<file path="src/rtl/ddac_pkg.sv">
package ddac_pkg;

    typedef enum logic {
        CH_IDLE  = 1'b0,
        CH_ARMED = 1'b1
    } ch_state_t;

endpackage

</file>
<file path="src/rtl/strobe_sync.sv">
module strobe_sync #(
    parameter int N = 3
) (
    input  logic         clk,
    input  logic         rst,
    input  logic [N-1:0] async_n,
    output logic [N-1:0] level_n
);
    logic [N-1:0] stage1;
    logic [N-1:0] stage2;

    always_ff @(posedge clk) begin
        if (rst) begin
            stage1 <= '1;
            stage2 <= '1;
        end else begin
            stage1 <= async_n;
            stage2 <= stage1;
        end
    end

    assign level_n = stage2;
endmodule

</file>
<file path="src/rtl/chan_latch.sv">
module chan_latch
    import ddac_pkg::*;
#(
    parameter int DATA_W = 12
) (
    input  logic              clk,
    input  logic              rst,
    input  logic              sel_lvl_n,
    input  logic              wr_lvl_n,
    input  logic [DATA_W-1:0] bus_q,
    output logic [DATA_W-1:0] code
);
    ch_state_t state;
    ch_state_t state_nx;
    logic      both_low;
    logic      load;

    assign both_low = !sel_lvl_n && !wr_lvl_n;

    always_ff @(posedge clk) begin
        if (rst) state <= CH_IDLE;
        else     state <= state_nx;
    end

    always_comb begin
        state_nx = state;
        load     = 1'b0;
        unique case (state)
            CH_IDLE: begin
                if (both_low) state_nx = CH_ARMED;
            end
            CH_ARMED: begin
                if (!both_low) begin
                    state_nx = CH_IDLE;
                    load     = 1'b1;
                end
            end
            default: state_nx = CH_IDLE;
        endcase
    end

    always_ff @(posedge clk) begin
        if (rst)       code <= '0;
        else if (load) code <= bus_q;
    end
endmodule

</file>
<file path="src/rtl/seg_decode.sv">
module seg_decode #(
    parameter int DATA_W   = 12,
    parameter int SEG_BITS = 2,
    localparam int THERM_W = (1 << SEG_BITS) - 1,
    localparam int BIN_W   = DATA_W - SEG_BITS
) (
    input  logic [DATA_W-1:0]  code,
    output logic [THERM_W-1:0] therm,
    output logic [BIN_W-1:0]   bin
);
    logic [SEG_BITS-1:0] top;
    assign top = code[DATA_W-1 -: SEG_BITS];
    assign bin = code[BIN_W-1:0];

    for (genvar i = 0; i < THERM_W; i++) begin : g_line
        assign therm[i] = (int'(top) > i);
    end
endmodule

</file>
<file path="src/rtl/dual_dac_front.sv">
module dual_dac_front #(
    parameter int DATA_W   = 12,
    parameter int SEG_BITS = 2,
    localparam int THERM_W = (1 << SEG_BITS) - 1,
    localparam int BIN_W   = DATA_W - SEG_BITS
) (
    input  logic               clk,
    input  logic               rst,
    input  logic               wr_n,
    input  logic               sel_a_n,
    input  logic               sel_b_n,
    input  logic [DATA_W-1:0]  data_in,
    output logic [DATA_W-1:0]  code_a,
    output logic [DATA_W-1:0]  code_b,
    output logic [THERM_W-1:0] therm_a,
    output logic [BIN_W-1:0]   bin_a,
    output logic [THERM_W-1:0] therm_b,
    output logic [BIN_W-1:0]   bin_b
);
    localparam int NCH = 2;

    logic [NCH:0]       lvl_n;
    logic [DATA_W-1:0]  bus_q;
    logic [DATA_W-1:0]  code_arr  [NCH];
    logic [THERM_W-1:0] therm_arr [NCH];
    logic [BIN_W-1:0]   bin_arr   [NCH];

    strobe_sync #(.N(NCH + 1)) u_sync (
        .clk     (clk),
        .rst     (rst),
        .async_n ({sel_b_n, sel_a_n, wr_n}),
        .level_n (lvl_n)
    );

    always_ff @(posedge clk) begin
        if (rst) bus_q <= '0;
        else     bus_q <= data_in;
    end

    for (genvar c = 0; c < NCH; c++) begin : g_ch
        chan_latch #(.DATA_W(DATA_W)) u_latch (
            .clk       (clk),
            .rst       (rst),
            .sel_lvl_n (lvl_n[c + 1]),
            .wr_lvl_n  (lvl_n[0]),
            .bus_q     (bus_q),
            .code      (code_arr[c])
        );

        seg_decode #(.DATA_W(DATA_W), .SEG_BITS(SEG_BITS)) u_dec (
            .code  (code_arr[c]),
            .therm (therm_arr[c]),
            .bin   (bin_arr[c])
        );
    end

    assign code_a  = code_arr[0];
    assign code_b  = code_arr[1];
    assign therm_a = therm_arr[0];
    assign therm_b = therm_arr[1];
    assign bin_a   = bin_arr[0];
    assign bin_b   = bin_arr[1];
endmodule

</file>
<file path="config.mk">
export PLATFORM = sky130hd
export DESIGN_NAME = dual_dac_front
export DESIGN_NICKNAME = d
export VERILOG_FILES = /design/src/rtl/ddac_pkg.sv /design/src/rtl/strobe_sync.sv /design/src/rtl/chan_latch.sv /design/src/rtl/seg_decode.sv /design/src/rtl/dual_dac_front.sv
export SDC_FILE = /design/constraint.sdc
export NUM_CORES = 1
export LEC_CHECK = 0
export ABC_AREA = 1
export BUFFER_PORTS_ARGS = -buffer_cell sky130_fd_sc_hd__buf_2
export CELL_PAD_IN_SITES_DETAIL_PLACEMENT = 1
export CELL_PAD_IN_SITES_GLOBAL_PLACEMENT = 1
export CORE_MARGIN = 2
export CORE_UTILIZATION = 35
export DETAILED_ROUTE_END_ITERATION = 16
export PLACE_DENSITY_LB_ADDON = 0.15
export RECOVER_POWER = 100
export SLEW_MARGIN = 10
export SYNTH_ARGS = -nofsm -noshare
export SYNTH_HDL_FRONTEND = slang
export SYNTH_SLANG_ARGS = --single-unit
export TNS_END_PERCENT = 20
</file>
<file path="constraint.sdc">
create_clock -name clk -period 1.6 [get_ports clk]
set_clock_uncertainty 0.15 [all_clocks]
set_input_delay 0.32 -clock clk [delete_from_list [all_inputs] [get_ports clk]]
set_output_delay 0.32 -clock clk [all_outputs]
set_load 0.02 [all_outputs]
</file>
## Yosys cells after proc, flatten, opt, wreduce, memory -nomap -nowiden

Cells that the tools add are included.

| cells by class | value |
|---|---|
| bitwise operators | 0 |
| order comparisons | 6 |
| divide/modulo/power cells | 0 |
| multiplexer cells | 6 |
| shifts and indexed selects | 0 |
| reductions and logical operators | 5 |
| add/sub/neg operators | 0 |
| multipliers | 0 |
| equal/unequal tests | 0 |

Operators with widths:

| kind | count |
|---|---|
| $gt 2x1->1 const B | 4 |
| $mux 1 | 6 |
| $gt 2x2->1 const B | 2 |
| $logic_not 1->1 | 3 |
| $logic_and 1x1->1 | 2 |

| storage, ports and cells | value |
|---|---|
| register bits after elaboration | 44 |
| ROM bits | 0 |
| output and inout bits | 50 |
| memories | 0 |
| bits in writable memories | 0 |
| bits of input ports | 17 |
| latch bits | 0 |

## Depth between registers and ports, before layout

Gate-level depths: netlist (run 1).

| logic depth | value |
|---|---|
| depth in word-level cells | 4 |
| gate-level depth with buffers | 6 |

## Modules after synthesis

From an unflattened synthesis (run 1), not the netlist that was laid out.

| second synthesis, totals | value |
|---|---|
| cells, all modules | 258 |
| area, all modules | 1821.7 um2 |

Modules (own cells, without submodules):

| module | times used | area each (um2) | cells each |
|---|---|---|---|
| chan_latch | 2 | 558.0 | 85 |
| dual_dac_front | 1 | 341.6 | 37 |
| seg_decode | 2 | 97.6 | 16 |
| strobe_sync | 1 | 168.9 | 19 |

## Least setup slack after synthesis (run 1)

Ideal clock, no wire load.

| path | value |
|---|---|
| path type | register to output |
| from | register g_ch[0].u_latch.code[10] |
| to | output therm_a[0] |
| data required time | 1.130 ns |
| path buffers | 0 |
| slack | 0.390 ns |
| stages on the path, launching flop included | 2 |
| arrival | 0.740 ns |
| path through | dfxtp_1 > or2_2 |

| between the ends | value |
|---|---|
| longest elaborated chain between the ends | 1 |

Ends and longest elaborated chain:

| item | line | source |
|---|---|---|
| start, declared | chan_latch.sv:11 | `output logic [DATA_W-1:0] code` |
| start signal, assigned | chan_latch.sv:44 | `else if (load) code <= bus_q;` |
| $gt 2x1->1 | seg_decode.sv:16 | `assign therm[i] = (int'(top) > i);` |
| end, declared | dual_dac_front.sv:15 | `output logic [THERM_W-1:0] therm_a,` |

No other way between the ends.

## Worst setup path after layout (run 1)

Ends and elaborated chain as after synthesis.

==> results_dict.tcl, run 1 <==
set metrics [dict create \
    synth_top_area_cell "dfxtp_1" \
    rsz0062_at_grt "false" \
    drv_cap 0 \
    synth_area_leaders "dfxtp_1 51%, nor2_1 14%, buf_4 10%" \
    grt_max_degree 25 \
    path_clk_slew_ps 80 \
    critPathMaxFanout 4 \
    fin_tns_setup_ps 0 \
    ff_latch_area_um2 880.8 \
    yosysMostFrequentCell "nor2_1" \
    diodes 0 \
    end_kind "primary output" \
    clock-sinks 44 \
    vias_per_cell 4.195 \
    synth_cells 234 \
    drtAntennaViolNets 0 \
    post_drt_wl_per_cell_um 10.47 \
    min_period_ps 1544 \
    status "completed" \
    h-tree-depth 2 \
    worst_pin_slew_ps 533.8 \
    io_pins 67 \
    multi_input_area_um2 528.0 \
    ys.flop_type "dfxtp_1" \
    dr.pass1.iters 4 \
    rows 25 \
    worstPathCellList "or2_2 > clkbuf_2" \
    grt_pass1_vias 1283 \
    critPathSlowestCell "dfxtp_1" \
    synth_edf_count 0 \
    drt_iter0_drc 60 \
    track_usage 0.1374 \
    place.gp.congestion 0.7858 \
    min_path_type "primary input to register" \
    ys_ff_latch 44 \
    post_cts_buffers 0 \
    vdd_drop_max_mv 0.5444 \
    synthSimpleGateAreaFrac 0.3027 \
    clockBufferDepth 2 \
    ys_warn_count 0 \
    powerDensity_mw_per_mm2 944.8 \
    syn_nets 251 \
    cp_num_buf_inv 1 \
    synth-adder-area-share 0 \
    worst_ep_arrival_time_ps 1070 \
    start_util 0.3668 \
    slew_viol_final 0 \
    critPathRequiredTime_ps 1130 \
    synth_compound_area_frac 0 \
    synthXorXnorAreaFrac 0 \
    hold_buffers 0 \
    post-route-period-util 0.9648 \
    cts_buffers 5 \
    startpoint_type "register" \
    synthArstFlopShare 0 \
    antenna_found_initial 0 \
    clock_latency_ps 280 \
    p_leak_uw 0.0009208 \
    cts_tree "built" \
    crit_family "flip-flops" \
    die_w_um 74.59 \
    cts_resized 0 \
    ys_seq_area_frac 0.5050 \
    drcViolationCount 0 \
    synthMuxAreaShare 0 \
    synth_top_family_by_area "simple AND/OR/NAND/NOR gates" \
    nets 298 \
    dieArea_mm2 0.005564 \
    grt_pass1_wl_mm 5.754 \
    max_freq_ghz 0.6478 \
    critical_path_class "register to primary output" \
    hold_viol_final 0 \
    overflow 0 \
    relSlewSlack 0.6441 \
    finalWirelength_mm 3.645 \
    via_count 1460 \
    synth.avg_cell_area_um2 7.454 \
    yosysUniqueCellTypes 11 \
    design.core.area_mm2 0.004755 \
    critPathMaxStageDelay_ps 340 \
    synth_top_area_share 0.5050 \
    portBuffers 66 \
    cts_root_buf "clkbuf_8" \
    setup_violations 0 \
    syn_to_final_growth_pct 14.71 \
    synthTopCellsByCount "64 x nor2_1, 44 x dfxtp_1, 30 x inv_1" \
    die_y_um 74.59 \
    syn_area_mm2 0.001744 \
    drive_gt1_frac 0.1423 \
    utilization 0.4208 \
    nFillCells 659 \
    hpwl_mm 2.769 \
]
[registers in the layout, indices dropped and copies added, names as in the netlist]
signal and count:
g_ch.u_latch.state 2, u_sync.level_n 3, bus_q 12, g_ch.u_latch.code 24
u_sync.stage1 3
[layout make-up]
cell class,instances,share of cell area
clock buffer,6,0.03627
clock inverter,1,0.002502
inverter,32,0.06004
multi-input combinational,126,0.2639
sequential,44,0.4403
tap,67,0.04190
timing repair buffer,72,0.1551
[final timing paths]
| path | start | endpoint | slack (ps) | cells after the start |
|---|---|---|---|---|
| min reg2reg | u_sync.stage1[2] | u_sync.level_n[2] | 260 | 1 |
| max | g_ch[0].u_latch.code[10] | therm_a[0] | 60 | 2 |
| min | sel_b_n | u_sync.stage1[2] | 70 | 2 |
| max reg2reg | u_sync.level_n[0] | g_ch[1].u_latch.code[8] | 330 | 5 |
[cell usage in the layout (no fill, tap or decap)]
cell,Yosys,layout
buf_2,4,15
buf_4,24,5
clkbuf_1,4,51
clkbuf_2,0,2
clkbuf_8,0,5
clkinv_2,0,1
dfxtp_1,44,44
inv_1,30,30
inv_2,2,2
nand2_1,28,28
nand3_1,24,24
nor2_1,64,64
nor2_2,2,2
or2_2,8,8
[kinds of logic after synthesis]
logic type             after synthesis
buffers and inverters               64
DFF                                 44
and+or+nand+nor                    126
[metrics by stage]
| step | setup WS (ps) | hold slack [ps] | cells | power (uW) | area, um^2 |
|---|---|---|---|---|---|
| final | 56.36 | 65.29 | 348 | 1890 | 2001 |
| after global routing | 9.790 | 54.21 | 348 | 1990 | 2001 |
| after CTS | 42.97 | 55.17 | 348 | 1927 | 2066 |
| after detailed placement | 328.6 | 248.8 | 341 | 1282 | 1988 |
| after global placement | 379.0 | 241.7 | 341 | 1278 | 1988 |
| after floorplan | 389.5 | 239.5 | 234 | 1238 | 1744 |
[report_power, final]
part	internal (uW)	leakage, uW	switching, uW
registers	1120	0.000359	10.9
logic	44.6	0.000520	72.0
clock network	297	0.0000410	344
total	1460	0.000921	427
[per-layer routing]
| metal | track usage | part of all wire | vias to the layer above | wire length, um |
|---|---|---|---|---|
| li1 | - | - | 757 | - |
| met5 | 0 | 0 | - | 0 |
| met4 | 0.05357 | 0.013 | 0 | 48 |
| met2 | 0.2193 | 0.43 | 51 | 1565 |
| met1 | 0.1792 | 0.49 | 647 | 1792 |
| met3 | 0.03388 | 0.065 | 5 | 238 |
(Power assumes the default switching activity.)
==> run 2: changes to the inputs <==
CELL_PAD_IN_SITES_GLOBAL_PLACEMENT = 2   (was 1)
CORE_UTILIZATION = 27   (was 35)
==> run 2 against run 1 <==
  * Cell count is 2.0% higher
  * Setup slack better by 1.3 ps
  * Design area is 1.0% higher
==> results_dict.tcl, run 2 (synthesis results as in run 1) <==
set metrics [dict create \
    status "completed" \
    rsz0062_at_grt "false" \
    hpwl_mm 2.929 \
    largest_register_ffs 24 \
    drtAntennaViolNets 0 \
    post_drt_wl_per_cell_um 11.43 \
    drive_gt1_frac 0.1403 \
    clock_latency_ps 290 \
    clock-sinks 44 \
    die_w_um 84.38 \
    nets 296 \
    biggestRegsByFlops "g_ch.u_latch.code: 24 flops, bus_q: 12 flops" \
    cellInternalPower_uw 1614 \
    drcViolationCount 0 \
    powerDensity_mw_per_mm2 1017 \
    hold_viol_final 0 \
    worst_pin_slew_ps 565.6 \
    vdd_drop_max_mv 0.3995 \
    power.share.switching 0.2142 \
    cts_resized 0 \
    syn_to_final_growth_pct 15.85 \
    startpoint_type "register" \
    rows 29 \
    vias_per_cell 4.068 \
    relSlewSlack 0.6225 \
    grt_max_degree 25 \
    min_period_ps 1542 \
    p_leak_uw 0.0009225 \
    via_count 1444 \
    fin_tns_setup_ps 0 \
    start_util 0.2763 \
    setup_violations 0 \
    post-route-period-util 0.9640 \
    clockBufferDepth 2 \
    end_kind "primary output" \
    diodes 0 \
    final_common_cell "nor2_1" \
    cts_buffers 5 \
    critPathMaxFanout 4 \
    sequentialPowerShare 0.551 \
    die_y_um 84.38 \
    hold_buffers 0 \
    drt_iter0_drc 53 \
    overflow 0 \
    slew_viol_final 0 \
    switchingPower_uw 440.0 \
    power_frac_clock 0.392 \
    place.gp.congestion 0.6900 \
    critical_path_class "register to primary output" \
    dieArea_mm2 0.007119 \
    design.core.area_mm2 0.006314 \
    pwr-share-comb 0.057 \
    grt_pass1_vias 1381 \
    final_cell_mix "64 x nor2_1, 49 x clkbuf_1, 44 x dfxtp_1, 30 x inv_1, 28 x nand2_1" \
    track_usage 0.1208 \
    antenna_found_initial 0 \
    io_pins 67 \
    portBuffers 66 \
    finalWirelength_mm 4.057 \
    dr.pass1.iters 4 \
    cts_root_buf "clkbuf_8" \
    min_path_type "primary input to register" \
    total_power_uw 2054 \
    dpl_cell_area_mm2 0.001986 \
    largest-register "g_ch.u_latch.code" \
    max_freq_ghz 0.6484 \
    h-tree-depth 2 \
    post_cts_buffers 0 \
    drv_cap 0 \
    nFillCells 851 \
    cts_tree "built" \
    worst_ep_arrival_time_ps 1070 \
    critPathRequiredTime_ps 1130 \
    grt_pass1_wl_mm 6.720 \
    path_clk_slew_ps 70 \
    finalInstanceArea_mm2 0.002021 \
]
run 2: changes by cell type in the layout (fill, tap and decap cells not counted):
| cell | delta |
|---|---|
| clkbuf_1 | -2 |
| clkinv_2 | -1 |
| buf_4 | -2 |
| clkbuf_2 | +1 |
| bufinv_16 | +1 |
run 2: metal layers:
layer	part of all wire	GRT usage
met2	0.44	0.1876
met3	0.082	0.03835
met1	0.46	0.1567
met5	0	0
met4	0.018	0.04762
run 2: cell type report:
cell class | count | area, um^2 | area share
Clock buffer | 5 | 68.82 | 0.03406
Timing Repair Buffer | 70 | 296.5 | 0.1467
Multi-Input combinational cell | 126 | 528.0 | 0.2613
Clock inverter | 1 | 30.03 | 0.01486
Sequential cell | 44 | 880.8 | 0.4359
Inverter | 32 | 120.1 | 0.05944
Tap cell | 77 | 96.34 | 0.04768
run 2: critical path, cell delays in order, from the launching register on:
cell and delay [ps]:
dfxtp_1 340, or2_2 290, clkbuf_2 150
run 2: power groups by stage:
stage	Combinational [uW]	Clock, uW	Sequential, uW
detailed placement	124	0	1160
floorplan	76.2	0	1160
global route	136	887	1140
CTS	124	844	1130
finish	116	806	1130
global placement	123	0	1160
run 2: final timing paths:
kind | end | cells past startpoint | slack, ps | startpoint
setup reg to reg | g_ch[0].u_latch.code[2] | 5 | 280 | u_sync.level_n[0]
hold reg to reg | u_sync.level_n[0] | 1 | 260 | u_sync.stage1[0]
hold / removal | u_sync.stage1[1] | 2 | 60 | sel_a_n
setup / recovery | therm_a[0] | 2 | 60 | g_ch[0].u_latch.code[10]
run 2: stage by stage:
| step | utilization | setup WS (ps) | std cells | hold WS, ps |
|---|---|---|---|---|
| finish | 0.3201 | 57.63 | 355 | 55.24 |
| global route | 0.3201 | 11.66 | 355 | 53.14 |
| CTS | 0.3302 | 35.45 | 355 | 43.22 |
| detailed placement | 0.3145 | 271.2 | 349 | 244.8 |
| global placement | 0.3145 | 282.8 | 349 | 241.8 |
| floorplan | - | 389.5 | 234 | 239.5 |
